==> src/rtl/tsc_pkg.sv <==
package tsc_pkg;
  typedef logic [1:0] quad_t;
  localparam real PI = 3.14159265358979323846;
endpackage

==> src/rtl/tsc_phase_acc.sv <==
module tsc_phase_acc #(
  parameter int PHASE_W = 24,
  parameter int TRUNC_W = 16
) (
  input  logic               clk_i,
  input  logic               rst_ni,
  input  logic [PHASE_W-1:0] fcw_i,
  output logic [TRUNC_W-1:0] phase_o
);
  logic [PHASE_W-1:0] acc_q;

  always_ff @(posedge clk_i or negedge rst_ni) begin
    if (!rst_ni) acc_q <= '0;
    else         acc_q <= acc_q + fcw_i;
  end

  assign phase_o = acc_q[PHASE_W-1 -: TRUNC_W];
endmodule

==> src/rtl/tsc_coarse_lut.sv <==
module tsc_coarse_lut
  import tsc_pkg::*;
#(
  parameter int IDX_W = 6,
  parameter int RES_W = 8,
  parameter int IW    = 24,
  parameter int AMP   = 32760,
  parameter int GUARD = 6
) (
  input  logic                 clk_i,
  input  logic                 rst_ni,
  input  logic [IDX_W-1:0]     idx_i,
  output logic signed [IW-1:0] cos_o,
  output logic signed [IW-1:0] sin_o,
  output logic signed [IW-1:0] ucos_o,
  output logic signed [IW-1:0] usin_o
);
  localparam int  N   = 2**IDX_W;
  // fine-step scale: angle of digit weight 2^(RES_W-1)
  localparam real US  = PI / (2.0**(IDX_W + 2));
  // cancels mean gain of the small-angle fine rotations
  localparam real KG  = 1.0 - US * US / 6.0;
  localparam real SC  = real'(AMP) * KG * (2.0**GUARD);

  logic signed [IW-1:0] rom_c [N];
  logic signed [IW-1:0] rom_s [N];
  logic signed [IW-1:0] rom_uc[N];
  logic signed [IW-1:0] rom_us[N];

  for (genvar i = 0; i < N; i++) begin : g_rom
    localparam real TH = (real'(i) * (2.0**RES_W) + 2.0**(RES_W-1)) * (PI / 2.0)
                         / (2.0**(IDX_W + RES_W));
    localparam int CI  = int'(SC * $cos(TH));
    localparam int SI  = int'(SC * $sin(TH));
    localparam int UCI = int'(SC * US * $cos(TH));
    localparam int USI = int'(SC * US * $sin(TH));
    assign rom_c[i]  = CI[IW-1:0];
    assign rom_s[i]  = SI[IW-1:0];
    assign rom_uc[i] = UCI[IW-1:0];
    assign rom_us[i] = USI[IW-1:0];
  end

  always_ff @(posedge clk_i or negedge rst_ni) begin
    if (!rst_ni) begin
      cos_o <= '0; sin_o <= '0; ucos_o <= '0; usin_o <= '0;
    end else begin
      cos_o  <= rom_c[idx_i];
      sin_o  <= rom_s[idx_i];
      ucos_o <= rom_uc[idx_i];
      usin_o <= rom_us[idx_i];
    end
  end
endmodule

==> src/rtl/tsc_merge_step.sv <==
module tsc_merge_step #(
  parameter int IW    = 24,
  parameter int NT    = 4,
  parameter int RES_W = 8,
  parameter int J0    = 0
) (
  input  logic                 clk_i,
  input  logic                 rst_ni,
  input  logic signed [IW-1:0] x_i,
  input  logic signed [IW-1:0] y_i,
  input  logic signed [IW-1:0] uc_i,
  input  logic signed [IW-1:0] us_i,
  input  logic [NT-1:0]        dig_i,
  output logic signed [IW-1:0] x_o,
  output logic signed [IW-1:0] y_o
);
  localparam int NOP = NT + 1;
  localparam int LV  = $clog2(NOP);
  localparam int NP  = 2**LV;

  logic signed [IW-1:0] lx [LV+1][NP];
  logic signed [IW-1:0] ly [LV+1][NP];

  always_comb begin
    for (int l = 0; l <= LV; l++)
      for (int i = 0; i < NP; i++) begin
        lx[l][i] = '0;
        ly[l][i] = '0;
      end
    lx[0][0] = x_i;
    ly[0][0] = y_i;
    for (int k = 0; k < NT; k++) begin
      logic signed [IW-1:0] tx, ty;
      tx = us_i >>> (RES_W - J0 - k);
      ty = uc_i >>> (RES_W - J0 - k);
      // bit 1 -> digit +1 (rotate forward), bit 0 -> digit -1
      lx[0][k+1] = dig_i[k] ? -tx : tx;
      ly[0][k+1] = dig_i[k] ? ty : -ty;
    end
    for (int l = 0; l < LV; l++)
      for (int i = 0; i < NP/2; i++) begin
        lx[l+1][i] = lx[l][2*i] + lx[l][2*i+1];
        ly[l+1][i] = ly[l][2*i] + ly[l][2*i+1];
      end
  end

  always_ff @(posedge clk_i or negedge rst_ni) begin
    if (!rst_ni) begin
      x_o <= '0; y_o <= '0;
    end else begin
      x_o <= lx[LV][0];
      y_o <= ly[LV][0];
    end
  end
endmodule

==> src/rtl/tsc_quad_fold.sv <==
module tsc_quad_fold
  import tsc_pkg::*;
#(
  parameter int IW    = 24,
  parameter int GUARD = 6,
  parameter int OUT_W = 16
) (
  input  logic                    clk_i,
  input  logic                    rst_ni,
  input  logic                    v_i,
  input  quad_t                   q_i,
  input  logic signed [IW-1:0]    x_i,
  input  logic signed [IW-1:0]    y_i,
  output logic                    valid_o,
  output logic signed [OUT_W-1:0] sin_o,
  output logic signed [OUT_W-1:0] cos_o
);
  localparam int MAXO = 2**(OUT_W-1) - 1;
  localparam int HALF = 2**(GUARD-1);

  function automatic logic signed [OUT_W-1:0] rnd(input logic signed [IW-1:0] v);
    logic signed [IW-1:0] t;
    t = (v + IW'(HALF)) >>> GUARD;
    if (t > IW'(MAXO))       t = IW'(MAXO);
    else if (t < IW'(-MAXO)) t = IW'(-MAXO);
    return t[OUT_W-1:0];
  endfunction

  logic signed [OUT_W-1:0] c_r, s_r, sin_d, cos_d;

  always_comb begin
    c_r = rnd(x_i);
    s_r = rnd(y_i);
    unique case (q_i)
      2'd0:    begin sin_d = s_r;  cos_d = c_r;  end
      2'd1:    begin sin_d = c_r;  cos_d = -s_r; end
      2'd2:    begin sin_d = -s_r; cos_d = -c_r; end
      default: begin sin_d = -c_r; cos_d = s_r;  end
    endcase
  end

  always_ff @(posedge clk_i or negedge rst_ni) begin
    if (!rst_ni) begin
      valid_o <= 1'b0; sin_o <= '0; cos_o <= '0;
    end else if (v_i) begin
      valid_o <= 1'b1; sin_o <= sin_d; cos_o <= cos_d;
    end else begin
      valid_o <= 1'b0; sin_o <= '0; cos_o <= '0;
    end
  end


  idle_zero_chk: assert property (@(posedge clk_i) disable iff (!rst_ni)
    !valid_o |-> (sin_o == '0 && cos_o == '0));

  valid_hold_chk: assert property (@(posedge clk_i) disable iff (!rst_ni)
    valid_o |=> valid_o);

  quad0_sign_chk: assert property (@(posedge clk_i) disable iff (!rst_ni)
    (v_i && q_i == 2'd0) |=> (!sin_o[OUT_W-1] && !cos_o[OUT_W-1]));

  quad2_sign_chk: assert property (@(posedge clk_i) disable iff (!rst_ni)
    (v_i && q_i == 2'd2) |=> (sin_o <= 0 && cos_o <= 0));
endmodule

==> src/rtl/tsc_ddfs.sv <==
module tsc_ddfs
  import tsc_pkg::*;
#(
  parameter int PHASE_W = 24,
  parameter int TRUNC_W = 16,
  parameter int LUT_W   = 6,
  parameter int OUT_W   = 16,
  parameter int GUARD   = 6,
  parameter int AMP     = 32760
) (
  input  logic                    clk_i,
  input  logic                    rst_ni,
  input  logic [PHASE_W-1:0]      fcw_i,
  output logic                    valid_o,
  output logic signed [OUT_W-1:0] sin_o,
  output logic signed [OUT_W-1:0] cos_o
);
  localparam int ANG_W = TRUNC_W - 2;
  localparam int RES_W = ANG_W - LUT_W;
  localparam int LO_N  = RES_W / 2;
  localparam int HI_N  = RES_W - LO_N;
  localparam int IW    = OUT_W + GUARD + 2;
  localparam int CORE_LIM = (2**(OUT_W-1)) * (2**GUARD);

  logic [TRUNC_W-1:0] phase;

  tsc_phase_acc #(.PHASE_W(PHASE_W), .TRUNC_W(TRUNC_W)) i_acc (
    .clk_i, .rst_ni, .fcw_i, .phase_o(phase)
  );

  // step 1: coarse rotation by table lookup
  logic signed [IW-1:0] c1, s1, uc1, us1;
  quad_t                s1_q;
  logic [RES_W-1:0]     s1_dig;
  logic                 s1_v;

  tsc_coarse_lut #(.IDX_W(LUT_W), .RES_W(RES_W), .IW(IW), .AMP(AMP), .GUARD(GUARD)) i_lut (
    .clk_i, .rst_ni, .idx_i(phase[ANG_W-1 -: LUT_W]),
    .cos_o(c1), .sin_o(s1), .ucos_o(uc1), .usin_o(us1)
  );

  always_ff @(posedge clk_i or negedge rst_ni) begin
    if (!rst_ni) begin
      s1_q <= '0; s1_dig <= '0; s1_v <= 1'b0;
    end else begin
      s1_q   <= phase[TRUNC_W-1 -: 2];
      s1_dig <= phase[RES_W-1:0];
      s1_v   <= 1'b1;
    end
  end

  // step 2: merged rotation, upper digits
  logic signed [IW-1:0] x2, y2, uc2, us2;
  quad_t                s2_q;
  logic [LO_N-1:0]      s2_dig;
  logic                 s2_v;

  tsc_merge_step #(.IW(IW), .NT(HI_N), .RES_W(RES_W), .J0(LO_N)) i_step_hi (
    .clk_i, .rst_ni, .x_i(c1), .y_i(s1), .uc_i(uc1), .us_i(us1),
    .dig_i(s1_dig[RES_W-1:LO_N]), .x_o(x2), .y_o(y2)
  );

  always_ff @(posedge clk_i or negedge rst_ni) begin
    if (!rst_ni) begin
      uc2 <= '0; us2 <= '0; s2_q <= '0; s2_dig <= '0; s2_v <= 1'b0;
    end else begin
      uc2 <= uc1; us2 <= us1; s2_q <= s1_q;
      s2_dig <= s1_dig[LO_N-1:0]; s2_v <= s1_v;
    end
  end

  // step 3: merged rotation, lower digits
  logic signed [IW-1:0] x3, y3;
  quad_t                s3_q;
  logic                 s3_v;

  tsc_merge_step #(.IW(IW), .NT(LO_N), .RES_W(RES_W), .J0(0)) i_step_lo (
    .clk_i, .rst_ni, .x_i(x2), .y_i(y2), .uc_i(uc2), .us_i(us2),
    .dig_i(s2_dig), .x_o(x3), .y_o(y3)
  );

  always_ff @(posedge clk_i or negedge rst_ni) begin
    if (!rst_ni) begin
      s3_q <= '0; s3_v <= 1'b0;
    end else begin
      s3_q <= s2_q; s3_v <= s2_v;
    end
  end


  core_range_chk: assert property (@(posedge clk_i) disable iff (!rst_ni)
    s3_v |-> (x3 >= 0 && y3 >= 0 && x3 < CORE_LIM && y3 < CORE_LIM));

  tsc_quad_fold #(.IW(IW), .GUARD(GUARD), .OUT_W(OUT_W)) i_fold (
    .clk_i, .rst_ni, .v_i(s3_v), .q_i(s3_q), .x_i(x3), .y_i(y3),
    .valid_o, .sin_o, .cos_o
  );
endmodule

==> config.mk <==
export PLATFORM = sky130hd
export DESIGN_NAME = tsc_ddfs
export DESIGN_NICKNAME = d
export VERILOG_FILES = /design/src/rtl/tsc_pkg.sv /design/src/rtl/tsc_phase_acc.sv /design/src/rtl/tsc_coarse_lut.sv /design/src/rtl/tsc_merge_step.sv /design/src/rtl/tsc_quad_fold.sv /design/src/rtl/tsc_ddfs.sv
export SDC_FILE = /design/constraint.sdc
export NUM_CORES = 1
export LEC_CHECK = 0
export CAP_MARGIN = 20
export CORE_UTILIZATION = 54
export DETAILED_ROUTE_END_ITERATION = 7
export GPL_TIMING_DRIVEN = 0
export PLACE_DENSITY = 0.8
export SYNTH_ARGS = -nofsm -noshare
export SYNTH_HDL_FRONTEND = slang
export SYNTH_SLANG_ARGS = --single-unit
==> constraint.sdc <==
create_clock -name clk_i -period 6.98 [get_ports clk_i]
set_clock_uncertainty 0.05 [all_clocks]
set_input_delay 1.396 -clock clk_i [delete_from_list [all_inputs] [get_ports clk_i]]
set_output_delay 1.396 -clock clk_i [all_outputs]
set_load 0.02 [all_outputs]
# Yosys cells after proc, flatten, opt, wreduce, memory -nomap -nowiden
# Memories as Yosys holds them, arrays and structs flattened. A register that Yosys moved wholly into a read port is not among the register bits.
# Cells that the tools add are included.
# totals
ff_bits	222
latchBits	0
mem_bits_rw	0
romBits	6144
wordCells	96
n_memories	4
# memory_table
name	words	width	rd	rd_ports_with_merged_regs	write_ports	line	source
(name not given)	64	24	1	1	0	tsc_coarse_lut.sv:47	cos_o <= rom_c[idx_i];
(name not given)	64	24	1	1	0	tsc_coarse_lut.sv:48	sin_o <= rom_s[idx_i];
(name not given)	64	24	1	1	0	tsc_coarse_lut.sv:49	ucos_o <= rom_uc[idx_i];
(name not given)	64	24	1	1	0	tsc_coarse_lut.sv:50	usin_o <= rom_us[idx_i];
# op_classes
add_sub_neg	37
mul	0
div_mod_pow	0
magnitude_cmp	4
eq_ne	2
shifts	0
mux	25
n_bitwise	1
reduce_logical	5
# ops
cell	n
adder 24 bit	17
2-to-1 mux 24 bit	16
2-to-1 mux 16 bit	6
case mux 16 bit (3 select lines)	2
adder 24 x 7 -> 24 bit (second input constant)	2
negation 16 -> 24 bit	2
negation 17 -> 24 bit	2
negation 18 -> 24 bit	2
negation 19 -> 24 bit	2
negation 20 -> 24 bit	2
negation 21 -> 24 bit	2
negation 22 -> 24 bit	2
negation 23 -> 24 bit	2
greater-than comparator 18 x 16 -> 1 bit (second input constant)	2
less-than comparator 18 x 16 -> 1 bit (second input constant)	2
negation 16 bit	2
NOT 6 -> 7 bit	1
zero test 1 bit	4
equality test 2 x 1 -> 1 bit (second input constant)	1
equality test 2 bit (second input constant)	1
zero test 2 bit	1
2-to-1 mux 1 bit	1

# Depth between registers and ports, before layout
# Gate-level depths: netlist of run 1.
# logic_depth
ltp_word	7
ltp_mapped	25
ltp_nobuf	24

# Hierarchy
# From an unflattened synthesis of run 1, not the netlist that was laid out.
# unflattened
hier_cells	4242
area_unflattened_um2	35470.3
# by_module_without_submodules
module	instances	cells_per_inst	area_each_um2
tsc_merge_step (i_step_hi)	1	1218	10288.6
tsc_merge_step (i_step_lo)	1	1158	9890.7
tsc_coarse_lut	1	980	7213.2
tsc_quad_fold	1	579	4260.3
tsc_phase_acc	1	237	2087.0
tsc_ddfs	1	70	1730.4

# Worst setup path after synthesis of run 1
# Ideal clock, no wire load.
# synth_timing
path_kind	register to register
startpoint	register i_lut.usin_o[11]
endpoint	register i_step_hi.x_o[23]
setup_time_ns	0.080
arrival_time_ns	5.647
t_required_ns	6.850
path_slack_ns	1.203
stages_incl_launch_ff	22
path_cell_list	dfrtp_1 -> clkbuf_1 -> or4_1 -> or3_1 -> clkbuf_1 -> or2_2 -> clkbuf_1 -> o31a_1 -> fa_1 -> fa_1 -> inv_1 -> fa_1 -> inv_1 -> ha_1 -> a21o_1 -> a21o_1 -> a21o_1 -> o31ai_1 -> a21oi_1 -> a211o_1 -> a21oi_1 -> xnor2_1
# synth_lines
element	line	source
start: declaration	tsc_coarse_lut.sv:16	output logic signed [IW-1:0] usin_o
end signal: assignment	tsc_merge_step.sv:51	x_o <= lx[LV][0];
end: declaration	tsc_merge_step.sv:14	output logic signed [IW-1:0] x_o,

==> run_results.csv, run 1 <==
group,metric,value,unit
timing,tightestPinTransition,1277,ps
yosys,synth_area,30130,um2
final_layout,seqCellArea,6356,um2
final_layout,final.fill_count,4639,
setup_path,cp.arrival,7200,ps
yosys,asr_flop_ratio_synth,1.000,
drt,count_of_routing_violations_after_the_opening_detailed_route_iteration,3664,
clocking,number_of_clock_buffers_inserted_by_tritoncts,30,
drt,wl_per_cell,30.10,um
hold_path,hp-class,"flop to flop",
place,place.detailed.hpwl,102600,um
setup_path,critical_path.slowest_cell,"clkbuf_1",
yosys,synth-compound-area-share,0.2004,
clocking,clock_input_transition_at_the_sequential_cells_of_the_worst_setup_and_hold_paths,60,ps
global_route,globalRouteTotalUtil,0.4830,
setup_path,r2r_cells,21,
setup_path,worst-path-stages,21,
drt,dr.pass1.iters,6,
final_layout,multi_input_comb_area,20980,um2
yosys,yosysUniqueCellTypes,99,
setup_path,critPathMostFrequentCell,"fa_1",
timing,fin_crit_sh,0.9648,
yosys,post_synth.cell_area_avg,8.319,um2
setup_path,timing.critical_path.slowest_cell_delay,600,ps
yosys,synthesis.instances,3622,
setup_path,largest_fanout_on_the_critical_path,10,
clocking,cts_root_buf,"clkbuf_16",
timing,finalMaxSlewViolations,0,
yosys,synth.net_count,4089,
timing,grt_setup_unrepaired,"false",
setup_path,crit_path_start,"s1_dig[7]",
setup_path,cp_data_required_time,7440,ps
drt,antenna_violating_nets_post_route,0,
floorplanning,rows,86,
setup_path,crit_family,"adder cells",
timing,final_hold_viol_count,0,
timing,holdWs,299.6,ps
place,place_congestion,1.120,
final_layout,drive_gt1_frac,0.04848,
yosys,post_synth_fa_ha_maj_area_fraction,0.2496,
setup_path,cp_num_buf_inv,6,
floorplanning,core_ar,55090,um2
clocking,clkLatencyLatePin,630,ps
job,timing.max_cap.violations,0,
timing,max_slew_margin,0.1490,
global_route,grt_max_degree,101,
global_route,grt_pass1_wl,198300,um
outcome,status,"finished clean",
drt,route.detailed.drc,0,
setup_path,critPathKind,"flop to flop",
drt,drt_wl_total,135800,um
floorplanning,floorplan.die.width,238.2,um
floorplanning,die_height,238.2,um
drt,route.vias.total,30130,
drt,detail_route.vias_per_cell,6.677,
yosys,dominantRegCellSynth,"dfrtp_1",
yosys,number_of_synthesized_flops_with_an_enable_pin,0,
setup_path,timing.critical_path.to,"i_step_hi.x_o[21]",
global_route,antenna_found_initial,11,
clocking,tritoncts,"yes",
yosys,ys_seq_elements,254,
floorplanning,floorplan.initialDensity,0.5469,
timing,max_clock_freq,148.5,MHz
global_route,grt_pass1_vias,30090,
floorplanning,io_pins,59,
timing,setup_violations,0,
global_route,total_congestion_overflow_after_global_routing,0,
clocking,clock_tree.buffer_depth,3,
place,port-buffer-count,58,
yosys,sequential_cell_area_fraction_in_the_yosys_report,0.2109,
setup_path,r2r_end,"i_step_hi.x_o[21]",
final_layout,layout-area-overhead-vs-synth,9.280,%
setup_path,crit_path_start_kind,"flop",
clocking,h-tree-depth,1,
yosys,synthMuxAreaShare,0.01715,
timing,post_route_minimum_period,6734,ps
final_layout,final_net_count,4198,
yosys,post_synth_xor_area_fraction,0.08168,
floorplanning,die_area,56750,um2
yosys,synth_top_family_by_area,"adder cells",
yosys,yosys_warnings,0,
setup_path,worst_setup_ep_type,"flop",
clocking,ctsHoldBuffers,0,
setup_path,r2r_setup_slk,250,ps
clocking,numClockSinks,254,
setup_path,worstPathCellList,"clkbuf_1, clkbuf_1, clkbuf_2, o21ai_0, fa_1, inv_1, fa_1, fa_1, inv_1, ha_1, inv_1, fa_1, nor2b_1, o21ai_0, a21bo_2, a211oi_1, a21oi_1, a21oi_1, a21o_1, a21oi_1, xnor2_1",
setup_path,timing.rr.start,"s1_dig[7]",
yosys,synth-simple-area-share,0.1467,
-- kinds of logic (layout without fill, tap and decap cells) --
| group | count (synthesis) | after routing |
|---|---|---|
| multiplexers | 43 | 43 |
| XOR/XNOR | 281 | 281 |
| flip-flops | 254 | 254 |
| other | 1 | 11 |
| AND/OR/NAND/NOR | 921 | 921 |
| adder cells (fa/ha/maj) | 441 | 441 |
| buffers and inverters | 738 | 870 |
| AO/OA/AOI/OAI | 943 | 943 |
-- sequential cells by signal, summed over array words and instances, names as in the netlist --
name / flops
i_acc.acc_q: 24
i_fold.cos_o: 16
i_fold.sin_o: 16
i_fold.valid_o: 1
i_lut.cos_o: 21
i_lut.sin_o: 21
i_lut.ucos_o: 14
i_lut.usin_o: 14
i_step_hi.x_o: 24
i_step_hi.y_o: 24
i_step_lo.x_o: 19
i_step_lo.y_o: 19
s1_dig: 8
s1_q: 2
s1_v: 1
s2_dig: 4
s2_q: 2
s2_v: 1
s3_q: 2
s3_v: 1
uc2: 10
us2: 10
-- per-stage QoR --
| step | TNS [ps] | setup WS, ps | area (um2) | instances | util |
|---|---|---|---|---|---|
| after CTS | 0 | 163.1 | 32740 | 4488 | 0.5943 |
| after global placement | -1490690 | -5906 | 31650 | 4428 | 0.5745 |
| after detailed placement | 0 | 261.8 | 31730 | 4433 | 0.5760 |
| after global routing | 0 | 7.106 | 32900 | 4502 | 0.5972 |
| after floorplan | 0 | 1203 | 30130 | 3622 | - |
| final | 0 | 246.0 | 32930 | 4512 | 0.5977 |
-- synth_stat cells (12+ instances only) --
| cell type | number | area share |
|---|---|---|
| o22ai_1 | 24 | 0.0050 |
| o311ai_0 | 16 | 0.0047 |
| o21a_1 | 29 | 0.0072 |
| a311oi_1 | 15 | 0.0044 |
| nand2_1 | 272 | 0.034 |
| a31o_2 | 16 | 0.0047 |
| xor2_1 | 85 | 0.025 |
| or3_1 | 20 | 0.0042 |
| inv_1 | 511 | 0.064 |
| buf_1 | 34 | 0.0042 |
| and3_1 | 22 | 0.0046 |
| mux2i_1 | 28 | 0.0093 |
| ha_1 | 174 | 0.072 |
| a21o_1 | 53 | 0.013 |
| dfrtp_1 | 254 | 0.21 |
| nor2_1 | 255 | 0.032 |
| nor4_1 | 13 | 0.0027 |
| o21ai_0 | 212 | 0.035 |
| and2_1 | 25 | 0.0052 |
| a211oi_1 | 38 | 0.0095 |
| a21oi_1 | 268 | 0.045 |
| clkbuf_1 | 167 | 0.021 |
| buf_2 | 12 | 0.0020 |
| nand4_1 | 20 | 0.0042 |
| or2_2 | 24 | 0.0050 |
| nor2b_1 | 36 | 0.0075 |
| xnor2_1 | 196 | 0.057 |
| fa_1 | 267 | 0.18 |
| a31oi_1 | 67 | 0.014 |
| nand2b_1 | 30 | 0.0062 |
| nor3b_1 | 13 | 0.0032 |
| o211ai_1 | 24 | 0.0060 |
| o221ai_1 | 12 | 0.0035 |
| nor3_1 | 73 | 0.012 |
| nand3_1 | 70 | 0.012 |
| o31ai_1 | 24 | 0.0060 |
-- worst min path at each step --
stage	startpoint	endpoint	cells after the start
4_1_cts	s1_dig[1]	s2_dig[1]	0
6_report	s1_dig[1]	s2_dig[1]	0
2_1_floorplan	s1_dig[0]	s2_dig[0]	0
3_3_place_gp	s1_dig[2]	s2_dig[2]	0
3_5_place_dp	s2_q[1]	s3_q[1]	0
5_1_grt	s1_dig[1]	s2_dig[1]	0
-- layout make-up --
cell class	instances	area share
Antenna cell	10	0.0007599
Buffer	219	0.02633
Inverter	519	0.05916
Multi-Input combinational cell	2630	0.6370
Timing Repair Buffer	77	0.02481
Sequential cell	254	0.1930
Clock inverter	20	0.005927
Tap cell	748	0.02842
Clock buffer	35	0.02458
-- layout by cell type, fill, tap and decap left out, types with 30 or more instances in the layout --
master / count
fa_1: 267
xor2_1: 85
o21ai_0: 211
a21o_1: 53
nor2b_1: 36
nand2b_1: 30
nor2_1: 254
ha_1: 174
nand2_1: 272
inv_1: 511
dfrtp_1: 254
nand3_1: 70
clkbuf_16: 30
xnor2_1: 196
clkbuf_1: 166
a211oi_1: 38
buf_1: 33
a21oi_1: 268
nor3_1: 73
clkdlybuf4s50_1: 57
a31oi_1: 67
-- metal layers --
metal  vias to the layer above  share of wire  wire (um)  global-route usage
met5                         -        0.00031         42                   0
met4                         6           0.11      14640              0.4153
met3                       819           0.10      13890              0.1421
met1                     14550           0.34      46410              0.5339
met2                      2274           0.45      60830              0.7638
li1                      12470              -          -                   -
-- timing repair --
action,CTS,global route
endpoints found under the setup margin,0,4
gates resized for setup,0,6
buffers inserted,0,0
Power of run 1 is left out: the tool's default activity adds up to more than one toggle a clock period on the data nets, which glitch-free logic cannot reach.
==> inputs of run 2 (changes only) <==
ABC_AREA = 0   (was unset)
==> results of run 2 <==
Final layout, timing and power as in run 1 (identical DEF).
Power of run 2 is left out for the same reason.
